File: config.mk
export PLATFORM = sky130hd
export DESIGN_NAME = ntt_bfly
export DESIGN_NICKNAME = d
export VERILOG_FILES = /design/src/rtl/ntt_bfly_pkg.sv /design/src/rtl/bfly_delay.sv /design/src/rtl/bfly_opsel.sv /design/src/rtl/bfly_montmul.sv /design/src/rtl/bfly_addsub.sv /design/src/rtl/ntt_bfly.sv
export SDC_FILE = /design/constraint.sdc
export NUM_CORES = 1
export LEC_CHECK = 0
export BUFFER_PORTS_ARGS = -buffer_cell sky130_fd_sc_hd__buf_4
export CORE_MARGIN = 4
export CORE_UTILIZATION = 35
export CTS_CLUSTER_DIAMETER = 150
export DETAILED_ROUTE_END_ITERATION = 16
export REMOVE_ABC_BUFFERS = 1
export SLEW_MARGIN = 30
export SYNTH_ARGS = -nofsm -noshare
export SYNTH_HDL_FRONTEND = slang
export SYNTH_HIERARCHICAL = 1
export SYNTH_SLANG_ARGS = --single-unit
File: constraint.sdc
create_clock -name clk -period 8.25 [get_ports clk]
set_input_delay 0.825 -clock clk [delete_from_list [all_inputs] [get_ports clk]]
set_output_delay 0.825 -clock clk [all_outputs]
set_load 0.05 [all_outputs]
File: src/rtl/ntt_bfly_pkg.sv
package ntt_bfly_pkg;

  typedef enum logic [1:0] {
    MODE_FWD   = 2'b00,
    MODE_INV   = 2'b01,
    MODE_PROD  = 2'b10,
    MODE_PROD2 = 2'b11
  } bfly_mode_e;

  // inverse of an odd value modulo 2^bits, by Newton iteration
  function automatic int unsigned inv_pow2(input int unsigned q, input int bits);
    int unsigned inv;
    inv = q;
    for (int i = 0; i < 5; i++) inv = inv * (32'd2 - q * inv);
    if (bits < 32) inv = inv & ((32'd1 << bits) - 32'd1);
    return inv;
  endfunction

  // a, b already in [0, q)
  function automatic int unsigned add_mod(input int unsigned a, input int unsigned b,
                                          input int unsigned q);
    int unsigned s;
    s = a + b;
    return (s >= q) ? s - q : s;
  endfunction

  function automatic int unsigned sub_mod(input int unsigned a, input int unsigned b,
                                          input int unsigned q);
    return (a >= b) ? a - b : a + q - b;
  endfunction

endpackage

File: src/rtl/bfly_delay.sv
module bfly_delay #(
  parameter int W     = 8,
  parameter int DEPTH = 2
) (
  input  logic         clk,
  input  logic         rst_n,
  input  logic [W-1:0] d,
  output logic [W-1:0] q
);
  logic [W-1:0] stage [DEPTH+1];
  assign stage[0] = d;

  for (genvar g = 0; g < DEPTH; g++) begin : g_tap
    always_ff @(posedge clk or negedge rst_n) begin
      if (!rst_n) stage[g+1] <= '0;
      else        stage[g+1] <= stage[g];
    end
  end

  assign q = stage[DEPTH];
endmodule

File: src/rtl/bfly_opsel.sv
module bfly_opsel
  import ntt_bfly_pkg::*;
#(
  parameter int DW = 16
) (
  input  logic          clk,
  input  logic          rst_n,
  input  logic          in_vld,
  input  logic [1:0]    in_mode,
  input  logic [DW-1:0] in_a,
  input  logic [DW-1:0] in_b,
  input  logic [DW-1:0] in_tw_fwd,
  input  logic [DW-1:0] in_tw_inv,
  input  logic [DW-1:0] in_alt,
  output logic          sel_vld,
  output logic          sel_pw,
  output logic [DW-1:0] sel_x0,
  output logic [DW-1:0] sel_mul_a,
  output logic [DW-1:0] sel_mul_b
);
  logic [DW-1:0] operand;
  logic          prod_mode;

  always_comb begin
    prod_mode = in_mode[1];
    unique case (bfly_mode_e'(in_mode))
      MODE_FWD: operand = in_tw_fwd;
      MODE_INV: operand = in_tw_inv;
      default:  operand = in_alt;
    endcase
  end

  always_ff @(posedge clk or negedge rst_n) begin
    if (!rst_n) begin
      sel_vld   <= 1'b0;
      sel_pw    <= 1'b0;
      sel_x0    <= '0;
      sel_mul_a <= '0;
      sel_mul_b <= '0;
    end else begin
      sel_vld   <= in_vld;
      sel_pw    <= in_vld & prod_mode;
      sel_x0    <= (in_vld && !prod_mode) ? in_a : '0;
      sel_mul_a <= in_vld ? in_b : '0;
      sel_mul_b <= in_vld ? operand : '0;
    end
  end
endmodule

File: src/rtl/bfly_montmul.sv
module bfly_montmul
  import ntt_bfly_pkg::*;
#(
  parameter int          DW = 16,
  parameter int unsigned Q  = 12289
) (
  input  logic          clk,
  input  logic          rst_n,
  input  logic [DW-1:0] mul_a,
  input  logic [DW-1:0] mul_b,
  output logic [DW-1:0] mul_res
);
  localparam int unsigned QINV   = inv_pow2(Q, DW);
  localparam logic [DW-1:0] Q_V    = Q[DW-1:0];
  localparam logic [DW-1:0] QINV_V = QINV[DW-1:0];
  localparam logic [DW-1:0] ZERO   = '0;

  logic [2*DW-1:0] z_r;
  logic [DW-1:0]   t_r, th_r, zh_d;
  logic [2*DW-1:0] t_full, tq_full;
  logic [DW:0]     diff;

  // stage 1: full product
  always_ff @(posedge clk or negedge rst_n) begin
    if (!rst_n) z_r <= '0;
    else        z_r <= {ZERO, mul_a} * {ZERO, mul_b};
  end

  // high half waits for the two reduction stages
  bfly_delay #(.W(DW), .DEPTH(2)) u_zh_dly (
    .clk(clk), .rst_n(rst_n), .d(z_r[2*DW-1:DW]), .q(zh_d)
  );

  // stage 2: T = z_low * q^-1 mod R
  assign t_full = {ZERO, z_r[DW-1:0]} * {ZERO, QINV_V};
  always_ff @(posedge clk or negedge rst_n) begin
    if (!rst_n) t_r <= '0;
    else        t_r <= t_full[DW-1:0];
  end

  // stage 3: high half of T * q
  assign tq_full = {ZERO, t_r} * {ZERO, Q_V};
  always_ff @(posedge clk or negedge rst_n) begin
    if (!rst_n) th_r <= '0;
    else        th_r <= tq_full[2*DW-1:DW];
  end

  // stage 4: zh - Th, lifted by q when negative, registered result
  assign diff = {1'b0, zh_d} - {1'b0, th_r};
  always_ff @(posedge clk or negedge rst_n) begin
    if (!rst_n)       mul_res <= '0;
    else if (diff[DW]) mul_res <= diff[DW-1:0] + Q_V;
    else              mul_res <= diff[DW-1:0];
  end
endmodule

File: src/rtl/bfly_addsub.sv
module bfly_addsub
  import ntt_bfly_pkg::*;
#(
  parameter int          DW = 16,
  parameter int unsigned Q  = 12289
) (
  input  logic          clk,
  input  logic          rst_n,
  input  logic          fin_vld,
  input  logic          fin_pw,
  input  logic [DW-1:0] fin_x0,
  input  logic [DW-1:0] fin_prod,
  output logic          res_vld,
  output logic          res_pw,
  output logic [DW-1:0] res_sum,
  output logic [DW-1:0] res_dif
);
  int unsigned s_full, d_full;

  always_comb begin
    s_full = add_mod(32'(fin_x0), 32'(fin_prod), Q);
    d_full = sub_mod(32'(fin_x0), 32'(fin_prod), Q);
  end

  always_ff @(posedge clk or negedge rst_n) begin
    if (!rst_n) begin
      res_vld <= 1'b0;
      res_pw  <= 1'b0;
      res_sum <= '0;
      res_dif <= '0;
    end else begin
      res_vld <= fin_vld;
      res_pw  <= fin_pw;
      res_sum <= fin_vld ? s_full[DW-1:0] : '0;
      res_dif <= !fin_vld ? '0 : (fin_pw ? fin_prod : d_full[DW-1:0]);
    end
  end
endmodule

File: src/rtl/ntt_bfly.sv
module ntt_bfly
  import ntt_bfly_pkg::*;
#(
  parameter int          DW = 16,
  parameter int unsigned Q  = 12289
) (
  input  logic          clk,
  input  logic          rst_n,
  input  logic          in_vld,
  input  logic [1:0]    in_mode,
  input  logic [DW-1:0] in_a,
  input  logic [DW-1:0] in_b,
  input  logic [DW-1:0] in_tw_fwd,
  input  logic [DW-1:0] in_tw_inv,
  input  logic [DW-1:0] in_alt,
  output logic          out_vld,
  output logic [DW-1:0] out_sum,
  output logic [DW-1:0] out_dif
);
  localparam int MUL_LAT = 4;
  localparam int TAG_W   = DW + 2;

  logic          sel_vld, sel_pw;
  logic [DW-1:0] sel_x0, sel_mul_a, sel_mul_b;
  logic [DW-1:0] mul_res;
  logic [TAG_W-1:0] tag_d;
  logic          mul_vld, pw_fin, res_pw;
  logic [DW-1:0] x0_fin;

  bfly_opsel #(.DW(DW)) u_opsel (
    .clk(clk), .rst_n(rst_n), .in_vld(in_vld), .in_mode(in_mode),
    .in_a(in_a), .in_b(in_b), .in_tw_fwd(in_tw_fwd), .in_tw_inv(in_tw_inv),
    .in_alt(in_alt), .sel_vld(sel_vld), .sel_pw(sel_pw), .sel_x0(sel_x0),
    .sel_mul_a(sel_mul_a), .sel_mul_b(sel_mul_b)
  );

  bfly_montmul #(.DW(DW), .Q(Q)) u_mul (
    .clk(clk), .rst_n(rst_n), .mul_a(sel_mul_a), .mul_b(sel_mul_b), .mul_res(mul_res)
  );

  // X0, product flag and valid ride alongside the multiplier
  bfly_delay #(.W(TAG_W), .DEPTH(MUL_LAT)) u_x0_dly (
    .clk(clk), .rst_n(rst_n), .d({sel_vld, sel_pw, sel_x0}), .q(tag_d)
  );
  assign mul_vld = tag_d[TAG_W-1];
  assign pw_fin  = tag_d[TAG_W-2];
  assign x0_fin  = tag_d[DW-1:0];

  bfly_addsub #(.DW(DW), .Q(Q)) u_addsub (
    .clk(clk), .rst_n(rst_n), .fin_vld(mul_vld), .fin_pw(pw_fin),
    .fin_x0(x0_fin), .fin_prod(mul_res), .res_vld(out_vld), .res_pw(res_pw),
    .res_sum(out_sum), .res_dif(out_dif)
  );
endmodule

# Word-level counts from Yosys, hierarchy flattened
# Cells that the tools add are included.
# Widths: inputs -> output; s select.
dict set report word_totals {
  regBits 265
  inputBits 85
  output_inout_bits 33
  elab_cells 45
}
dict set report classes {
  add_sub_neg 7
  multipliers 3
  magnitude_cmp 2
  eq_ne 1
  muxes 10
  bitwise 1
  n_reduce_logical 3
}
# cell count
set op_table {}
lappend op_table {{$mux 16} 9}
lappend op_table {{$add 16x14->16 const B} 2}
lappend op_table {{$mul 16x16->32} 1}
lappend op_table {{$pmux 16 s2} 1}
lappend op_table {{$sub 16x16->16} 2}
lappend op_table {{$mul 16x14->30 const B} 1}
lappend op_table {{$add 16x16->17} 1}
lappend op_table {{$ge 17x14->1 const B} 1}
lappend op_table {{$sub 16x14->17} 1}
lappend op_table {{$ge 16x16->1} 1}
lappend op_table {{$mul 16x15->16 const B} 1}
lappend op_table {{$sub 16x14->16 const B} 1}
lappend op_table {{$eq 2x1->1 const B} 1}
lappend op_table {{$logic_not 2->1} 1}
lappend op_table {{$and 1x1->1} 1}
lappend op_table {{$logic_and 1x1->1} 1}
lappend op_table {{$logic_not 1->1} 1}

# Longest topological paths before layout
dict set report logic_depth {
  word_depth 5
  depth_mapped 24
  depth_no_buf 23
}

# Cells and area by module
# The synthesis kept the hierarchy.
# module instances cells_per_inst area_per_inst_um2 seq_area_each_um2
set by_module_without_submodules {}
lappend by_module_without_submodules {bfly_montmul 1 1380 13203.9 1951.9}
lappend by_module_without_submodules {bfly_addsub 1 568 4553.1 850.8}
lappend by_module_without_submodules {bfly_opsel 1 141 2009.4 1251.2}
lappend by_module_without_submodules {{bfly_delay at u_x0_dly} 1 90 1936.9 1801.7}
lappend by_module_without_submodules {{bfly_delay at u_mul.u_zh_dly} 1 48 920.9 800.8}

# Worst setup path after synthesis
# Ideal clock, no wire load.
dict set report synth_path {
  kind {flip-flop to flip-flop}
  startpoint {reg u_opsel.sel_mul_b[8]}
  endpoint {reg, netlist name u_mul/z_r[31]}
  setup_ns 0.127
  t_arrival_ns 6.038
  required_time_ns 8.123
  slack_ns 2.084
  stages_incl_launch_ff 24
  n_path_buf 1
  synth_period_minus_slack_ns 6.166
  path_cell_list {dfrtp_1 -> clkbuf_1 -> nand2_1 -> fa_1 -> inv_1 -> fa_1 -> inv_1 -> fa_1 -> inv_1 -> fa_1 -> fa_1 -> inv_1 -> fa_1 -> inv_1 -> ha_1 -> a21oi_1 -> o21bai_1 -> a21o_1 -> a21o_1 -> a221o_1 -> a311oi_4 -> o21ai_2 -> a221oi_2 -> xnor2_1}
}
dict set report synth_between {
  elab_chain_cells 1
}
# item line
set synth_lines {}
lappend synth_lines {{from (decl)} bfly_opsel.sv:19} ;# output logic [DW-1:0] sel_mul_b
lappend synth_lines {{from (signal assigned)} bfly_opsel.sv:45} ;# sel_mul_b <= in_vld ? operand : '0;
lappend synth_lines {{$mul 16x16->32} bfly_montmul.sv:26} ;# else z_r <= {ZERO, mul_a} * {ZERO, mul_b};
# Every way passes these cells.

# Final worst setup path
dict set report layout_path {
  startpoint {reg u_opsel.sel_mul_b[3]}
  endpoint {reg, netlist name u_mul/z_r[31]}
}
dict set report layout_between {
  elab_chain_cells 1
}
# item line
set layout_lines {}
lappend layout_lines {{$mul 16x16->32} bfly_montmul.sv:26}
# Every way passes these cells.

==> flow_metrics.py <==
metrics = {
    "run_status": {
        "outcome": "completed",
    },
    "sta": {
        "tightestPinTransition_ps": 797.8,
        "slew-limit-headroom_pct": 46.12,
        "grt_setup_unrepaired": "false",
        "hold_slack_ps": 210.4,
        "layout_worst_path_cycle_share_pct": 81.74,
        "maxSlewViolCount": 0,
        "timing.final.hold_violations": 0,
        "skew_ps": 19.42,
        "setup_viol_count_final": 0,
        "max_freq_mhz": 148.3,
        "min_period_ps": 6743,
        "fin_tns_setup_ps": 0,
    },
    "logic_synthesis": {
        "synth.yosys.warnings": 6,
        "syn-mean-instance-area_um2": 10.15,
        "mappedNetlistArea_um2": 22600,
        "netlist_instances": 2226,
    },
    "worst_setup_path": {
        "worst-path-max-fanout": 16,
        "end_kind": "register",
        "critPathLaunchType": "register",
        "cp_data_required_time_ps": 8720,
        "rr_startpoint": "u_opsel/sel_mul_b[3]$_DFF_PN0_",
        "crit_type": "reg2reg",
        "setup.worst_path.start": "u_opsel/sel_mul_b[3]$_DFF_PN0_",
        "cp.arrival_ps": 7210,
    },
    "pwr": {
        "max-vdd-ir-drop_v": 0.0001569,
        "pwr_density_cell_nw_per_um2": 292.0,
        "leakage_nw": 12.83,
    },
    "detailed_routing": {
        "vias_per_cell": 4.849,
        "first_pass_iters": 6,
        "drt_first_iter_violations": 782,
        "wl_per_cell_um": 15.50,
        "final_antenna_net_count": 0,
        "wirelength_mm": 48.74,
        "detail_route.drc_violations": 0,
        "vias": 15250,
    },
    "flow_run": {
        "cap_violations": 0,
    },
    "finish": {
        "multi_input_area_um2": 14120,
        "insertedDiodeCount": 0,
        "layout.filler_cells": 6294,
        "relative_area_change_from_synthesis_to_final_layout_pct": 10.98,
        "final_cells": 3144,
        "final-seq-area_um2": 6631,
        "drive_above_1_share_pct": 9.443,
        "fin_nets": 2843,
    },
    "cts": {
        "h-tree-depth": 1,
        "cts_hold_buffers": 0,
        "clk_pin_slew_ps": 60,
        "clk_path_buf_depth": 3,
        "post_cts_buffers": 0,
        "clock_insertion_delay_worst_skew_ps": 580,
        "cts_tree": "built",
        "numCtsBuffers": 30,
        "post_cts.resized_instances": 0,
        "number_of_sinks_handled_by_clock_tree_synthesis": 265,
        "ctsRootBufferMaster": "clkbuf_16",
    },
    "placement": {
        "hpwlAfterDp_mm": 38.51,
        "post-place-cells": 3089,
        "port_buffers": 117,
        "gpl.final_weighted_congestion": 0.9114,
    },
    "global_route": {
        "antenna_found_initial": 1,
        "global_route_wire_length_before_repair_mm": 81.70,
        "global_route.usage.total_pct": 14.48,
        "grt_pass1_vias": 16150,
        "grt.overflow.total": 0,
        "pin_count_of_the_biggest_net_entering_global_routing": 163,
    },
    "floorplan": {
        "start_util_pct": 35.57,
        "die_x_um": 262.1,
        "io-pin-count": 118,
        "core-area_um2": 63540,
        "die_area_um2": 68700,
        "placementRows": 92,
        "die_span_in_y_um": 262.1,
    },
    "worst_hold_path": {
        "timing.hold.worst.class": "in2async",
    },
}
[metrics by stage]
| stage | power [mW] | area (um2) | utilization (%) | setup WS [ps] |
|---|---|---|---|---|
| floorplan | 5.014 | 22030 | - | 2156 |
| global placement | 5.934 | 24020 | 37.80 | 1664 |
| detailed placement | 6.024 | 24020 | 37.80 | 1540 |
| CTS | 7.416 | 25050 | 39.43 | 1531 |
| global route | 8.045 | 25080 | 39.47 | 1158 |
| finish | 7.322 | 25080 | 39.47 | 1507 |
[power by group]
part           internal [mW]  switching, mW
sequential              1.64          0.216
combinational           1.69           2.43
clock                  0.800          0.542
total                   4.13           3.19
[layout by cell type, fill, tap and decap left out, types with 8 or more instances in the layout]
| cell type | count |
|---|---|
| o21ai_0 | 40 |
| and3_1 | 9 |
| nand2_1 | 215 |
| nor2b_1 | 14 |
| a21o_1 | 28 |
| buf_4 | 118 |
| xnor2_1 | 66 |
| o21a_1 | 12 |
| nand3_1 | 24 |
| o211a_1 | 17 |
| a211oi_1 | 13 |
| nor4_1 | 11 |
| inv_1 | 343 |
| clkbuf_16 | 30 |
| a21oi_1 | 55 |
| or3_1 | 16 |
| o31ai_1 | 8 |
| ha_1 | 272 |
| and2_1 | 160 |
| a31oi_1 | 11 |
| o21bai_1 | 8 |
| fa_1 | 210 |
| nor2_1 | 71 |
| mux2_2 | 8 |
| mux2i_1 | 15 |
| xor2_1 | 36 |
| dfrtp_1 | 265 |
| mux2_4 | 11 |
| o211ai_1 | 17 |
| nor3_1 | 23 |
| nand2b_1 | 25 |
[final timing paths]
path                            cells past startpoint  slack, ps                        endpoint
worst min register to register                      0        340          u_mul/t_r[9]$_DFF_PN0_
worst min-delay path                                1        210  u_addsub/res_sum[13]$_DFF_PN0_
worst max-delay path                               20       1510         u_mul/z_r[31]$_DFF_PN0_
min in group clk                                    0        340          u_mul/t_r[9]$_DFF_PN0_
max in group asynchronous                           3       6690  u_opsel/sel_mul_a[1]$_DFF_PN0_
worst max register to register                     20       1510         u_mul/z_r[31]$_DFF_PN0_
[critical path: stages, from the launching register on]
cell and delay [ps]:
dfrtp_1 770, nand2_1 170, fa_1 580, fa_1 440
fa_1 500, fa_1 500, inv_1 60, fa_1 530
inv_1 60, fa_1 520, inv_1 40, ha_1 370
nand4_1 160, o31ai_1 110, o41ai_2 360, a21boi_1 170
a221o_1 430, a311oi_4 380, o21ai_2 140, a221oi_2 250
xnor2_1 100
[cell type report]
class,count,area share (%)
sequential,265,26.44
clock buffer,40,3.422
inverter,344,5.148
timing repair buffer,121,3.781
multi-input combinational,1514,56.28
tap,846,4.221
clock inverter,14,0.7034
[flip-flops by register name, summed over array words and instances (netlist names)]
register	flops
u_addsub/res_dif	16
u_addsub/res_sum	16
u_addsub/res_vld	1
u_mul/mul_res	16
u_mul/t_r	16
u_mul/th_r	14
u_mul/u_zh_dly/q	16
u_mul/u_zh_dly/stage	16
u_mul/z_r	32
u_opsel/sel_mul_a	16
u_opsel/sel_mul_b	16
u_opsel/sel_pw	1
u_opsel/sel_vld	1
u_opsel/sel_x0	16
u_x0_dly/q	18
u_x0_dly/stage	54
[routing by layer]
metal / up-vias / part of all wire [%] / global-route usage (%)
met3: 84 / 4.7 / 1.966
met5: - / 0 / 0
met1: 7542 / 44 / 19.23
met4: 0 / 2.8 / 4.116
li1: 7270 / - / -
met2: 349 / 48 / 24.88
Note: power is estimated with default switching activity, not from simulation.
